File: src/rtl/seg_rx_pkg.sv
package seg_rx_pkg;

    localparam int SEG_W    = 204;
    localparam int WIDE_W   = 52;
    localparam int NARROW_W = 48;
    localparam int FRAMES   = 4;
    localparam int DIR_W    = $clog2(FRAMES);
    localparam int PCNT_W   = 4;
    localparam int PORTS    = 12;
    localparam int CTL_LO   = WIDE_W;
    localparam int CTL_W    = 3 + PCNT_W;

    typedef enum logic [DIR_W-1:0] {
        FRM_LOW   = 2'd0,
        FRM_MID_A = 2'd1,
        FRM_MID_B = 2'd2,
        FRM_HIGH  = 2'd3
    } frame_e;

    typedef struct packed {
        logic              backup;
        logic              all_off;
        logic              cu;
        logic [PCNT_W-1:0] port_cnt;
    } ctrl_t;

    localparam ctrl_t CTRL_RST = '{backup: 1'b1, all_off: 1'b1, cu: 1'b0, port_cnt: '0};

    function automatic ctrl_t ctrl_unpack(input logic [CTL_W-1:0] w);
        ctrl_t c;
        c.backup   = w[0];
        c.all_off  = w[1];
        c.cu       = w[2];
        c.port_cnt = w[CTL_W-1:3];
        return c;
    endfunction

    function automatic logic [PORTS-1:0] ports_from_count(input logic [PCNT_W-1:0] n);
        logic [PORTS-1:0] m;
        for (int j = 0; j < PORTS; j++) begin
            m[j] = (j < int'(n));
        end
        return m;
    endfunction

    function automatic int slice_width(input int g);
        return (g == FRAMES - 1) ? NARROW_W : WIDE_W;
    endfunction

endpackage

File: src/rtl/seg_rx_sync.sv
module seg_rx_sync #(
    parameter int W = 3
) (
    input  logic         clk,
    input  logic         rst,
    input  logic [W-1:0] d_in,
    output logic [W-1:0] q_out
);

    for (genvar i = 0; i < W; i++) begin : g_bit
        logic [1:0] stage;
        always_ff @(posedge clk) begin
            if (rst) begin
                stage <= '0;
            end else begin
                stage <= {stage[0], d_in[i]};
            end
        end
        assign q_out[i] = stage[1];
    end

endmodule

File: src/rtl/seg_rx_shift.sv
module seg_rx_shift
    import seg_rx_pkg::*;
#(
    parameter int               ADDR_W   = 8,
    parameter logic [ADDR_W-1:0] DEV_ADDR = 8'hA6,
    parameter int               FRAME_W  = 64
) (
    input  logic              clk,
    input  logic              rst,
    input  logic              ce,
    input  logic              sck,
    input  logic              sdi,
    output logic              frame_done,
    output logic [WIDE_W-1:0] disp,
    output logic [CTL_W-1:0]  ctl,
    output logic [DIR_W-1:0]  dir
);

    localparam int CNT_W = $clog2(FRAME_W + 2);
    localparam logic [CNT_W-1:0] CNT_FULL = CNT_W'(FRAME_W);
    localparam logic [CNT_W-1:0] CNT_SAT  = '1;

    logic               ce_d;
    logic               sck_d;
    logic               addr_ok;
    logic [CNT_W-1:0]   cnt;
    logic [ADDR_W-1:0]  areg;
    logic [FRAME_W-1:0] sreg;
    logic               sck_rise;
    logic               ce_rise;
    logic               ce_fall;

    assign sck_rise = sck & ~sck_d;
    assign ce_rise  = ce & ~ce_d;
    assign ce_fall  = ~ce & ce_d;

    always_ff @(posedge clk) begin
        if (rst) begin
            ce_d    <= 1'b0;
            sck_d   <= 1'b0;
            addr_ok <= 1'b0;
            cnt     <= '0;
            areg    <= '0;
            sreg    <= '0;
        end else begin
            ce_d  <= ce;
            sck_d <= sck;
            if (ce_rise) begin
                cnt     <= '0;
                addr_ok <= (areg == DEV_ADDR);
            end else if (ce_fall) begin
                addr_ok <= 1'b0;
            end else if (sck_rise) begin
                if (ce) begin
                    sreg <= {sdi, sreg[FRAME_W-1:1]};
                    if (cnt != CNT_SAT) begin
                        cnt <= cnt + 1'b1;
                    end
                end else begin
                    areg <= {sdi, areg[ADDR_W-1:1]};
                end
            end
        end
    end

    assign frame_done = ce_fall & addr_ok & (cnt == CNT_FULL);
    assign disp       = sreg[WIDE_W-1:0];
    assign ctl        = sreg[CTL_LO +: CTL_W];
    assign dir        = sreg[FRAME_W-1 -: DIR_W];

    // an accepted frame never yields two back-to-back done pulses
    assert_done_single_R8: assert property (@(posedge clk) disable iff (rst)
        frame_done |=> !frame_done)
        else $error("frame_done held for two cycles");

    // the bit counter never wraps back from saturation while data is still clocked
    assert_cnt_nowrap_R7: assert property (@(posedge clk) disable iff (rst)
        (cnt == CNT_SAT) && ce && ce_d |=> (cnt == CNT_SAT))
        else $error("bit counter wrapped");

endmodule

File: src/rtl/seg_rx_store.sv
module seg_rx_store
    import seg_rx_pkg::*;
(
    input  logic              clk,
    input  logic              rst,
    input  logic              frame_done,
    input  logic [WIDE_W-1:0] disp,
    input  logic [CTL_W-1:0]  ctl,
    input  logic [DIR_W-1:0]  dir,
    output logic [SEG_W-1:0]  seg_q,
    output ctrl_t             ctrl_q,
    output logic              commit_q
);

    frame_e sel;
    assign sel = frame_e'(dir);

    for (genvar g = 0; g < FRAMES; g++) begin : g_slice
        localparam int SW   = slice_width(g);
        localparam int BASE = g * WIDE_W;
        logic [SW-1:0] slice_q;
        always_ff @(posedge clk) begin
            if (rst) begin
                slice_q <= '0;
            end else if (frame_done && (sel == frame_e'(g))) begin
                slice_q <= disp[SW-1:0];
            end
        end
        assign seg_q[BASE +: SW] = slice_q;
    end

    always_ff @(posedge clk) begin
        if (rst) begin
            ctrl_q   <= CTRL_RST;
            commit_q <= 1'b0;
        end else begin
            commit_q <= frame_done;
            if (frame_done && (sel == FRM_LOW)) begin
                ctrl_q <= ctrl_unpack(ctl);
            end
        end
    end

    // commit strobe lasts one cycle
    assert_commit_pulse_R8: assert property (@(posedge clk) disable iff (rst)
        commit_q |=> !commit_q)
        else $error("commit strobe longer than one cycle");

    // the segment register moves only in a commit cycle
    assert_seg_hold_R5: assert property (@(posedge clk) disable iff (rst)
        !$stable(seg_q) |-> commit_q)
        else $error("segment register changed without commit");

    // control fields move only in a commit cycle
    assert_ctrl_hold_R3: assert property (@(posedge clk) disable iff (rst)
        !$stable(ctrl_q) |-> commit_q)
        else $error("control changed without commit");

endmodule

File: src/rtl/seg_frame_rx.sv
module seg_frame_rx
    import seg_rx_pkg::*;
#(
    parameter int               ADDR_W   = 8,
    parameter logic [ADDR_W-1:0] DEV_ADDR = 8'hA6,
    parameter int               FRAME_W  = 64
) (
    input  logic             clk,
    input  logic             rst,
    input  logic             ce_i,
    input  logic             sck_i,
    input  logic             sdi_i,
    input  logic             blank_req_i,
    output logic [SEG_W-1:0] seg_o,
    output logic             backup_o,
    output logic             all_off_o,
    output logic             cu_o,
    output logic [PORTS-1:0] port_mask_o,
    output logic             blank_o,
    output logic             commit_o
);

    logic [2:0]        sync_q;
    logic              frame_done;
    logic [WIDE_W-1:0] disp;
    logic [CTL_W-1:0]  ctl;
    logic [DIR_W-1:0]  dir;
    ctrl_t             ctrl_q;

    seg_rx_sync #(.W(3)) u_sync (
        .clk   (clk),
        .rst   (rst),
        .d_in  ({sdi_i, sck_i, ce_i}),
        .q_out (sync_q)
    );

    seg_rx_shift #(
        .ADDR_W   (ADDR_W),
        .DEV_ADDR (DEV_ADDR),
        .FRAME_W  (FRAME_W)
    ) u_shift (
        .clk        (clk),
        .rst        (rst),
        .ce         (sync_q[0]),
        .sck        (sync_q[1]),
        .sdi        (sync_q[2]),
        .frame_done (frame_done),
        .disp       (disp),
        .ctl        (ctl),
        .dir        (dir)
    );

    seg_rx_store u_store (
        .clk        (clk),
        .rst        (rst),
        .frame_done (frame_done),
        .disp       (disp),
        .ctl        (ctl),
        .dir        (dir),
        .seg_q      (seg_o),
        .ctrl_q     (ctrl_q),
        .commit_q   (commit_o)
    );

    assign backup_o    = ctrl_q.backup;
    assign all_off_o   = ctrl_q.all_off;
    assign cu_o        = ctrl_q.cu;
    assign port_mask_o = blank_req_i ? '0 : ports_from_count(ctrl_q.port_cnt);
    assign blank_o     = blank_req_i | ctrl_q.all_off | ctrl_q.backup;

    // the port mask is always a contiguous run from bit 0, at most PORTS wide
    assert_port_prefix_R9: assert property (@(posedge clk) disable iff (rst)
        ((port_mask_o & (port_mask_o + PORTS'(1))) == '0) &&
        ($countones(port_mask_o) <= PORTS))
        else $error("port mask not a prefix");

    // while blank is requested, nothing shows through as a port one cycle later
    assert_blank_ports_R10: assert property (@(posedge clk) disable iff (rst)
        blank_req_i && $past(blank_req_i) |-> (port_mask_o == '0) && blank_o)
        else $error("port or display active under blank request");

endmodule

File: config.mk
export PLATFORM = sky130hd
export DESIGN_NAME = seg_frame_rx
export DESIGN_NICKNAME = d
export VERILOG_FILES = /design/src/rtl/seg_rx_pkg.sv /design/src/rtl/seg_rx_sync.sv /design/src/rtl/seg_rx_shift.sv /design/src/rtl/seg_rx_store.sv /design/src/rtl/seg_frame_rx.sv
export SDC_FILE = /design/constraint.sdc
export NUM_CORES = 1
export LEC_CHECK = 0
export BUFFER_PORTS_ARGS = -buffer_cell sky130_fd_sc_hd__buf_2
export CAP_MARGIN = 10
export CORE_MARGIN = 3
export CORE_UTILIZATION = 29
export CTS_CLUSTER_SIZE = 28
export DETAILED_ROUTE_END_ITERATION = 8
export PLACE_DENSITY = 0.46
export SYNTH_ARGS = -nofsm -noshare
export SYNTH_HDL_FRONTEND = slang
export SYNTH_SLANG_ARGS = --single-unit
File: constraint.sdc
create_clock -name clk -period 2.65 [get_ports clk]
set_input_delay 0.53 -clock clk [delete_from_list [all_inputs] [get_ports clk]]
set_output_delay 0.53 -clock clk [all_outputs]
set_load 0.01 [all_outputs]
# Word-level counts from Yosys, hierarchy flattened
# Index checks and enable logic that the tools add are counted.
totals:
  ff_bits: 300
  inputBits: 6
op_classes:
  n_addsub: 1
  n_lt_le_gt_ge: 12
  eq_ne: 6
  muxes: 3
  bitwise_logic: 12
  reduce_logical: 10
op_table:
  columns: ["operator", "count"]
  rows:
  - ["less-than comparator 3 x 4 -> 1 bit, first input constant", 4]
  - ["less-than comparator 4 bit, first input constant", 4]
  - ["two-way mux 12 bit", 1]
  - ["AND reduction 4 bit", 3]
  - ["== test 8 bit, second input constant", 1]
  - ["less-than comparator 1 x 4 -> 1 bit, first input constant", 2]
  - ["less-than comparator 2 x 4 -> 1 bit, first input constant", 2]
  - ["adder 7 x 1 -> 7 bit, second input constant", 1]
  - ["== test 7 bit, second input constant", 1]
  - ["inequality test 7 bit, second input constant", 1]
  - ["AND 1 bit", 5]
  - ["NOT 1 bit", 5]
  - ["== test 2 bit, second input constant", 2]
  - ["logical AND 1 bit", 4]
  - ["== test 2 x 1 -> 1 bit, second input constant", 1]
  - ["logical NOT 2 bit", 1]
  - ["two-way mux 1 bit", 2]
  - ["OR 1 bit", 2]
  - ["nonzero test 2 bit", 1]
  - ["OR reduction 2 bit", 1]

# Logic depth before layout (Yosys ltp)
# Gate-level depths: netlist (run 1).
depth:
  word_depth: 5
  ltp_mapped: 8
  mapped_depth_nobuf: 6

# Modules after synthesis
# From an unflattened synthesis (run 1), not the netlist that was laid out.
hier_totals:
  cells_unflattened: 1225
  hier_area_um2: 12229.2
modules_own_cells:
  columns: ["mod", "n_inst", "cells_per_inst", "area_per_inst_um2", "seq_area_each_um2"]
  rows:
  - ["seg_rx_store", 1, 754, 8401.8, 4244.1]
  - ["seg_rx_shift", 1, 430, 3508.4, 1641.6]
  - ["seg_rx_sync", 1, 15, 180.2, 120.1]
  - ["seg_frame_rx", 1, 26, 138.9, 0.0]

# Worst setup path after synthesis (run 1)
# Ideal clock, no wire load.
synth_path:
  path_kind: "reg2reg"
  from: "register u_sync.g_bit[0].stage[1]"
  to: "register u_shift.cnt[1]"
  setup_ns: 0.122
  arrival_time_ns: 1.749
  required_ns: 2.528
  path_slack_ns: 0.778
  path_stages_with_launch: 7
  cell_sequence: "dfxtp_1 -> inv_1 -> ha_1 -> nor4bb_1 -> o21ai_0 -> mux2i_1 -> nor2_1"
synth_between:
  elab_chain_cells: 4
synth_rtl:
  columns: ["element", "line_no", "text"]
  rows:
  - ["start: declaration", "seg_rx_sync.sv:11", "logic [1:0] stage;"]
  - ["start signal: assignment", "seg_rx_sync.sv:16", "stage <= {stage[0], d_in[i]};"]
  - ["NOT 1 bit", "seg_rx_shift.sv:35", "assign ce_fall = ~ce & ce_d;"]
  - ["AND 1 bit", "seg_rx_shift.sv:35", null]
  - ["NOT 1 bit (no line)", null, null]
  - ["AND reduction 4 bit (no line)", null, null]
  - ["end signal: assignment", "seg_rx_shift.sv:57", "cnt <= cnt + 1'b1;"]
  - ["end: declaration", "seg_rx_shift.sv:26", "logic [CNT_W-1:0] cnt;"]
# Several ways; a longest one is shown, not always the timed one.
# A chain may end at the register's enable or synchronous reset.

# Worst setup path in the final report (run 1)
layout_path:
  from: "register u_sync.g_bit[0].stage[1]"
  to: "register u_store.g_slice[2].slice_q[11]"
layout_between:
  elab_chain_cells: 5
layout_rtl:
  columns: ["element", "line_no", "text"]
  rows:
  - ["NOT 1 bit", "seg_rx_shift.sv:35", null]
  - ["AND 1 bit", "seg_rx_shift.sv:35", null]
  - ["AND 1 bit (2 in series)", "seg_rx_shift.sv:66", "assign frame_done = ce_fall & addr_ok & (cnt == CNT_FULL);"]
  - ["logical AND 1 bit", "seg_rx_store.sv:25", "end else if (frame_done && (sel == frame_e'(g))) begin"]
  - ["end signal: assignment", "seg_rx_store.sv:26", "slice_q <= disp[SW-1:0];"]
  - ["end: declaration", "seg_rx_store.sv:21", "logic [SW-1:0] slice_q;"]
# No other way between the ends.

==> impl_metrics.json, run 1 <==
{
  "synth_top_family_by_area": "simple AND/OR/NAND/NOR gates",
  "ios": 227,
  "rsz0062_at_grt": "false",
  "grt_max_degree": 118,
  "numPortBuffers": 226,
  "routedWlPerCell_um": 14.3,
  "numCtsBuffers": 35,
  "period_minus_slack_ns": 2.05,
  "cts.clk_slew.worst_paths_ns": 0.06,
  "slew_headroom_pct": 44.9,
  "slew_viol_final": 0,
  "ant_nets": 0,
  "synth_xor_xnor_area_share_pct": 0.383,
  "cp-end-kind": "flip-flop",
  "synthMuxAreaShare_pct": 0.788,
  "coreArea_sq_mm": 0.0388,
  "yosys_warnings": 0,
  "insertion_delay_ns": 0.52,
  "yosysMostFrequentCell": "nand2_1",
  "critPathMaxStageDelay_ns": 0.43,
  "hpwl_mm": 19.3,
  "fp.dieH_um": 205,
  "power_density_mw_per_mm2": 662,
  "yosysTopAreaCellShare_pct": 52.5,
  "rr_worst_depth": 6,
  "cts_buffer_depth": 3,
  "synthAdderAreaFrac_pct": 0.438,
  "hold_violations": 0,
  "worstPathRequired_ns": 3.03,
  "yosys_most_used_dff": "dfxtp_1",
  "start_util_pct": 29.5,
  "cts_root_buf": "clkbuf_16",
  "period_share_pct": 77.4,
  "grt_pass1_vias": 8835,
  "multi_input_area_sq_mm": 0.00500,
  "fmax_ghz": 0.488,
  "h-tree-depth": 2,
  "synth_edf_count": 0,
  "grt_use_total_pct": 14.3,
  "die-area_sq_mm": 0.0419,
  "synth-compound-area-share_pct": 12.8,
  "finish.instance_area_sq_mm": 0.0143,
  "num_rows": 72,
  "tightest_slew_ns": 0.826,
  "cts_tree": "yes",
  "vias_per_cell": 4.41,
  "async_flop_share_pct": 0,
  "antennaDiodeCount": 0,
  "dpl_cell_area_sq_mm": 0.0131,
  "avgSynthCellArea_sq_um": 8.31,
  "clock_sinks": 300,
  "cp_max_fo": 40,
  "synth_fp_nets": 1387,
  "final_nets": 1576,
  "fin_setup_tns_ns": 0,
  "synth_largest_area_cell": "dfxtp_1",
  "total_power_mw": 9.46,
  "syn_inst": 1377,
  "drtIter0Drc": 315,
  "holdBufCountCts": 0,
  "leakagePower_nw": 5.51,
  "firstDrtPassIters": 4,
  "antenna_found_initial": 0,
  "place.gp.congestion": 0.754,
  "layout-drive-gt1-share_pct": 19.7,
  "holdPathStages": 2,
  "synth.distinct_cells": 37,
  "grt_first_pass_wirelength_mm": 48.5,
  "n_fill_cell": 4125,
  "ctsResizeCount": 0,
  "cp_cell_sequence": "inv_1 -> ha_1 -> nand4bb_4 -> nor4_4 -> buf_4 -> o21ai_0",
  "drt_wl_total_mm": 30.1,
  "skew_ns": 0.00821,
  "peakVddDrop_v": 0.000375,
  "max_cap_violations": 0,
  "vias": 9290,
  "synth-simple-area-share_pct": 29.0,
  "setup_viol": 0,
  "grt_overflow": 0,
  "synth_area_sq_mm": 0.0114,
  "critPathLaunchType": "flip-flop",
  "die_x_um": 205,
  "worstSetupPathType": "reg -> reg",
  "drcViolationCount": 0,
  "hp-class": "in -> reg",
  "ys_top_cells_by_area": "dfxtp_1 (53%), nand2b_1 (11%), nand2_1 (11%)",
  "ys_seq_area_share_pct": 52.5,
  "final_core_utilization_pct": 36.8,
  "outcome": "finished clean",
  "crit_slowest_cell": "buf_4",
  "post_cts.repair.setup_buffers": 0,
  "synthTopCellsByCount": "nand2_1 (334), dfxtp_1 (300), nand2b_1 (209)",
  "ys_ff_latch": 300,
  "area_growth_pct": 24.9,
  "arrival_ns": 2.44,
  "register_area_sq_mm": 0.00601
}
## state kept, by name, indices dropped and copies added, names as in the netlist
signal	flops
u_store.g_slice.slice_q	204
u_shift.sreg	64
u_store.ctrl_q	7
u_shift.cnt	7
u_shift.ce_d	1
u_store.commit_q	1
u_shift.sck_d	1
u_sync.g_bit.stage	6
u_shift.addr_ok	1
u_shift.areg	8
## layer usage
metal	routed length [um]	part of all wire [%]	track usage (%)
met5	0	0	0
met4	474	1.6	3.19
met3	2170	7.2	4.62
met2	13700	45	23.2
met1	13800	46	18.5
## worst max-delay path: cells and delay by family, from the launching register on
kind                       cells  cell delay (ns)
and+or+nand+nor                2             0.57
DFF                            1             0.38
buffers and inverters          2             0.54
AOI/OAI and AO/OA              1             0.16
adders and majority gates      1             0.25
## stage by stage
| stage | hold WS, ns | instances | setup WS (ns) |
|---|---|---|---|
| 2_1_floorplan | 0.414 | 1377 | 0.778 |
| 3_3_place_gp | 0.425 | 2047 | 0.660 |
| 3_5_place_dp | 0.436 | 2047 | 0.584 |
| 4_1_cts | 0.223 | 2105 | 0.584 |
| 5_1_grt | 0.245 | 2105 | 0.401 |
| 6_report | 0.256 | 2105 | 0.599 |
## where the power goes
part	internal [mW]	switching (mW)	total, mW	leakage (nW)
clock network	2.92	1.84	4.76	0.556
logic	0.0814	0.0962	0.178	2.54
registers	4.52	0.00327	4.52	2.42
total	7.52	1.94	9.46	5.51
## cells by family (layout without fill, tap and decap cells)
logic type	count (synthesis)	after routing
AOI/OAI and AO/OA	290	290
adders and majority gates	4	4
xor gates and xnor gates	5	5
DFF	300	300
and+or+nand+nor	660	660
muxes	9	9
buffers and inverters	109	319
## worst paths after layout
| kind | to | slack, ns | from |
|---|---|---|---|
| setup / recovery | u_store.g_slice[2].slice_q[11] | 0.60 | u_sync.g_bit[0].stage[1] |
| hold / removal | u_sync.g_bit[1].stage[0] | 0.26 | sck_i |
| setup reg to reg | u_store.g_slice[2].slice_q[11] | 0.60 | u_sync.g_bit[0].stage[1] |
| hold reg to reg | u_sync.g_bit[2].stage[1] | 0.44 | u_sync.g_bit[2].stage[0] |
## cells in the final DEF, fill, tap and decap left out, types with 7 or more instances in the layout
master / Yosys / layout
o21ai_0: 207 / 207
nor2_1: 26 / 26
clkbuf_1: 74 / 8
mux2i_1: 9 / 9
buf_12: 0 / 9
nand2_1: 334 / 334
nand2b_1: 209 / 209
clkbuf_8: 0 / 7
dfxtp_1: 300 / 300
nor2b_1: 60 / 60
a21oi_1: 71 / 71
clkbuf_16: 0 / 37
inv_1: 8 / 8
o21ai_1: 7 / 7
buf_2: 14 / 225
buf_4: 10 / 18
## layout make-up
cell class / count / share of cell area [%]
multi-input cells: 968 / 35.0
repair buffers: 253 / 10.2
clock buffers: 52 / 7.37
flip-flops and latches: 300 / 42.1
inverters: 8 / 0.210
clock inverters: 6 / 0.578
well taps: 518 / 4.54
No activity file was read; power rests on OpenSTA's default activity.
==> inputs of run 2 (changes only) <==
Settings changed: PLACE_DENSITY 0.46 to 0.48.
Clock period 2.65 ns to 1.7 ns, I/O delays scaled along.
==> run 2 against run 1 <==
The run now ends with setup timing left. Routed wire length grew 14%. Hold slack lost 0.20 ns. Flip-flop and latch count is the same. Clock-buffer cell count grew 6. Critical path depth grew 3. Non-clock buffer count grew 71. Final area grew 11%. Total power grew 61%.
==> impl_metrics.json, run 2 (same netlist as run 1, synthesis figures left out) <==
{
  "outcome": "finished, violations left",
  "violations": "setup timing",
  "drcViolationCount": 0,
  "final_common_cell": "nand2_1",
  "grt_first_pass_wirelength_mm": 49.4,
  "worstPathRequired_ns": 2.17,
  "die-area_sq_mm": 0.0419,
  "slew_viol_final": 0,
  "cp-endpoint": "u_store.g_slice[1].slice_q[3]",
  "cp.depth": 9,
  "layout-drive-gt1-share_pct": 27.5,
  "p_clk_share_pct": 51.7,
  "r2r-end": "u_store.g_slice[1].slice_q[3]",
  "vias_per_cell": 4.47,
  "area_growth_pct": 38.8,
  "vias": 9770,
  "coreArea_sq_mm": 0.0388,
  "power_frac_seq_pct": 46.2,
  "h-tree-depth": 2,
  "skew_ns": 0.0303,
  "power_density_mw_per_mm2": 959,
  "swShare_pct": 20.9,
  "peakVddDrop_v": 0.000569,
  "period_minus_slack_ns": 1.72,
  "numPortBuffers": 226,
  "hold_violations": 0,
  "grt_overflow": 0,
  "start_util_pct": 29.5,
  "cp_max_fo": 10,
  "period_share_pct": 101,
  "critPathLaunchType": "flip-flop",
  "grt_use_total_pct": 14.6,
  "arrival_ns": 2.19,
  "drtIter0Drc": 406,
  "critPathMaxStageDelay_ns": 0.33,
  "tightest_slew_ns": 0.535,
  "final_nets": 1649,
  "drt_wl_total_mm": 34.4,
  "crit_family": "simple AND/OR/NAND/NOR gates",
  "routedWlPerCell_um": 15.8,
  "ant_nets": 0,
  "worstSetupPathType": "reg -> reg",
  "cp.buffers_inverters": 4,
  "ios": 227,
  "cp_cell_sequence": "inv_2 -> ha_4 -> nand4bb_4 -> nor4_4 -> buf_4 -> buf_8 -> clkbuf_16 -> nand2_1 -> o21ai_1",
  "clock_sinks": 300,
  "rsz0062_at_grt": "true",
  "firstDrtPassIters": 4,
  "cts.clk_slew.worst_paths_ns": 0.06,
  "antennaDiodeCount": 0,
  "grt_pass1_vias": 9179,
  "hp-class": "in -> reg",
  "largest_reg_flops": 204,
  "fmax_ghz": 0.582,
  "fin_setup_tns_ns": -0.0507,
  "internal-power_mw": 12.0,
  "preCtsSetupSlack_ns": -0.0961,
  "max_cap_violations": 0,
  "r2r_start": "u_sync.g_bit[0].stage[1]",
  "p_switching_mw": 3.19,
  "cts_buffer_depth": 3,
  "hold_slack_ns": 0.0569,
  "place.gp.congestion": 0.757,
  "num_rows": 72,
  "fp.dieH_um": 205,
  "p_comb_share_pct": 2.1,
  "reg.largest.list": "u_store.g_slice.slice_q (204), u_shift.sreg (64), u_shift.areg (8)",
  "startpoint": "u_sync.g_bit[0].stage[1]",
  "die_x_um": 205,
  "final_cell_mix": "nand2_1 (319), dfxtp_1 (293), buf_2 (225)",
  "insertion_delay_ns": 0.54,
  "setup_ws_ns": -0.0193,
  "grt_max_degree": 65,
  "numCtsBuffers": 37,
  "cts_root_buf": "clkbuf_16",
  "rr_worst_depth": 9,
  "leakagePower_nw": 6.36,
  "rrSetupSlack_ns": -0.02,
  "crit_slowest_cell": "dfxtp_2",
  "regMostFlops": "u_store.g_slice.slice_q",
  "cp-end-kind": "flip-flop",
  "setup_viol": 6,
  "hpwl_mm": 20.7,
  "antenna_found_initial": 0,
  "cts_tree": "yes",
  "slew_headroom_pct": 64.2,
  "total_power_mw": 15.2
}
run 2: changes by cell type in the layout (fill, tap and decap cells not counted), moves of 15 or more:
| cell | before | now |
|---|---|---|
| o21ai_0 | 207 | 129 |
| o21ai_1 | 7 | 53 |
| o21ai_2 | 0 | 32 |
| buf_4 | 18 | 40 |
| clkbuf_16 | 37 | 53 |
| nand2_1 | 334 | 319 |
run 2: final cells by class:
type	count	area (sq um)
well taps	518	648
clock buffers	58	1120
repair buffers	324	2620
fillers	3929	22900
multi-input cells	968	5320
flip-flops and latches	300	6020
inverters	8	30.0
clock inverters	9	109
run 2: power by group through the flow:
| stage | Combinational, mW | Sequential [mW] | Clock (mW) |
|---|---|---|---|
| floorplan | 0.193 | 7.20 | 0 |
| global placement | 0.302 | 7.20 | 0 |
| detailed placement | 0.301 | 7.20 | 0 |
| CTS | 0.308 | 7.04 | 8.16 |
| global route | 0.341 | 7.03 | 8.42 |
| finish | 0.314 | 7.04 | 7.88 |
run 2: worst min path at each step:
stage | from | slack [ns] | depth (start not counted) | endpoint
2_1_floorplan | u_sync.g_bit[0].stage[0] | 0.41 | 1 | u_sync.g_bit[0].stage[1]
3_3_place_gp | u_sync.g_bit[2].stage[0] | 0.43 | 1 | u_sync.g_bit[2].stage[1]
3_5_place_dp | u_sync.g_bit[2].stage[0] | 0.42 | 1 | u_sync.g_bit[2].stage[1]
4_1_cts | ce_i | 0.03 | 2 | u_sync.g_bit[0].stage[0]
5_1_grt | ce_i | 0.07 | 2 | u_sync.g_bit[0].stage[0]
6_report | ce_i | 0.06 | 2 | u_sync.g_bit[0].stage[0]
run 2: worst reg2reg max path, stage by stage, from the launching register on:
cell       delay (ns)
dfxtp_2          0.33
inv_2            0.07
ha_4             0.14
nand4bb_4        0.21
nor4_4           0.30
buf_4            0.17
buf_8            0.13
clkbuf_16        0.17
nand2_1          0.07
o21ai_1          0.09
run 2: layer usage:
layer / track usage [%] / vias to the layer above / part of all wire [%]
met3: 3.59 / 33 / 5.6
met1: 19.4 / 4544 / 47
li1: - / 5001 / -
met2: 23.4 / 192 / 46
met4: 4.77 / 0 / 1.6
met5: 0 / - / 0
run 2: per-stage QoR:
step	cell area, sq um	std cells	util (%)
final	15900	2185	40.9
after global routing	15900	2185	40.9
after CTS	15000	2155	38.5
after detailed placement	13500	2080	34.8
after global placement	13500	2080	34.8
after floorplan	11400	1377	-
run 2: repair_timing:
action	CTS	global route
cloned	3	20
endpoints found under the setup margin	192	214
setup buffers	3	10
endpoints found under the hold margin	2	0
resized for setup	22	181
pin swaps	4	38
hold buffers	2	0
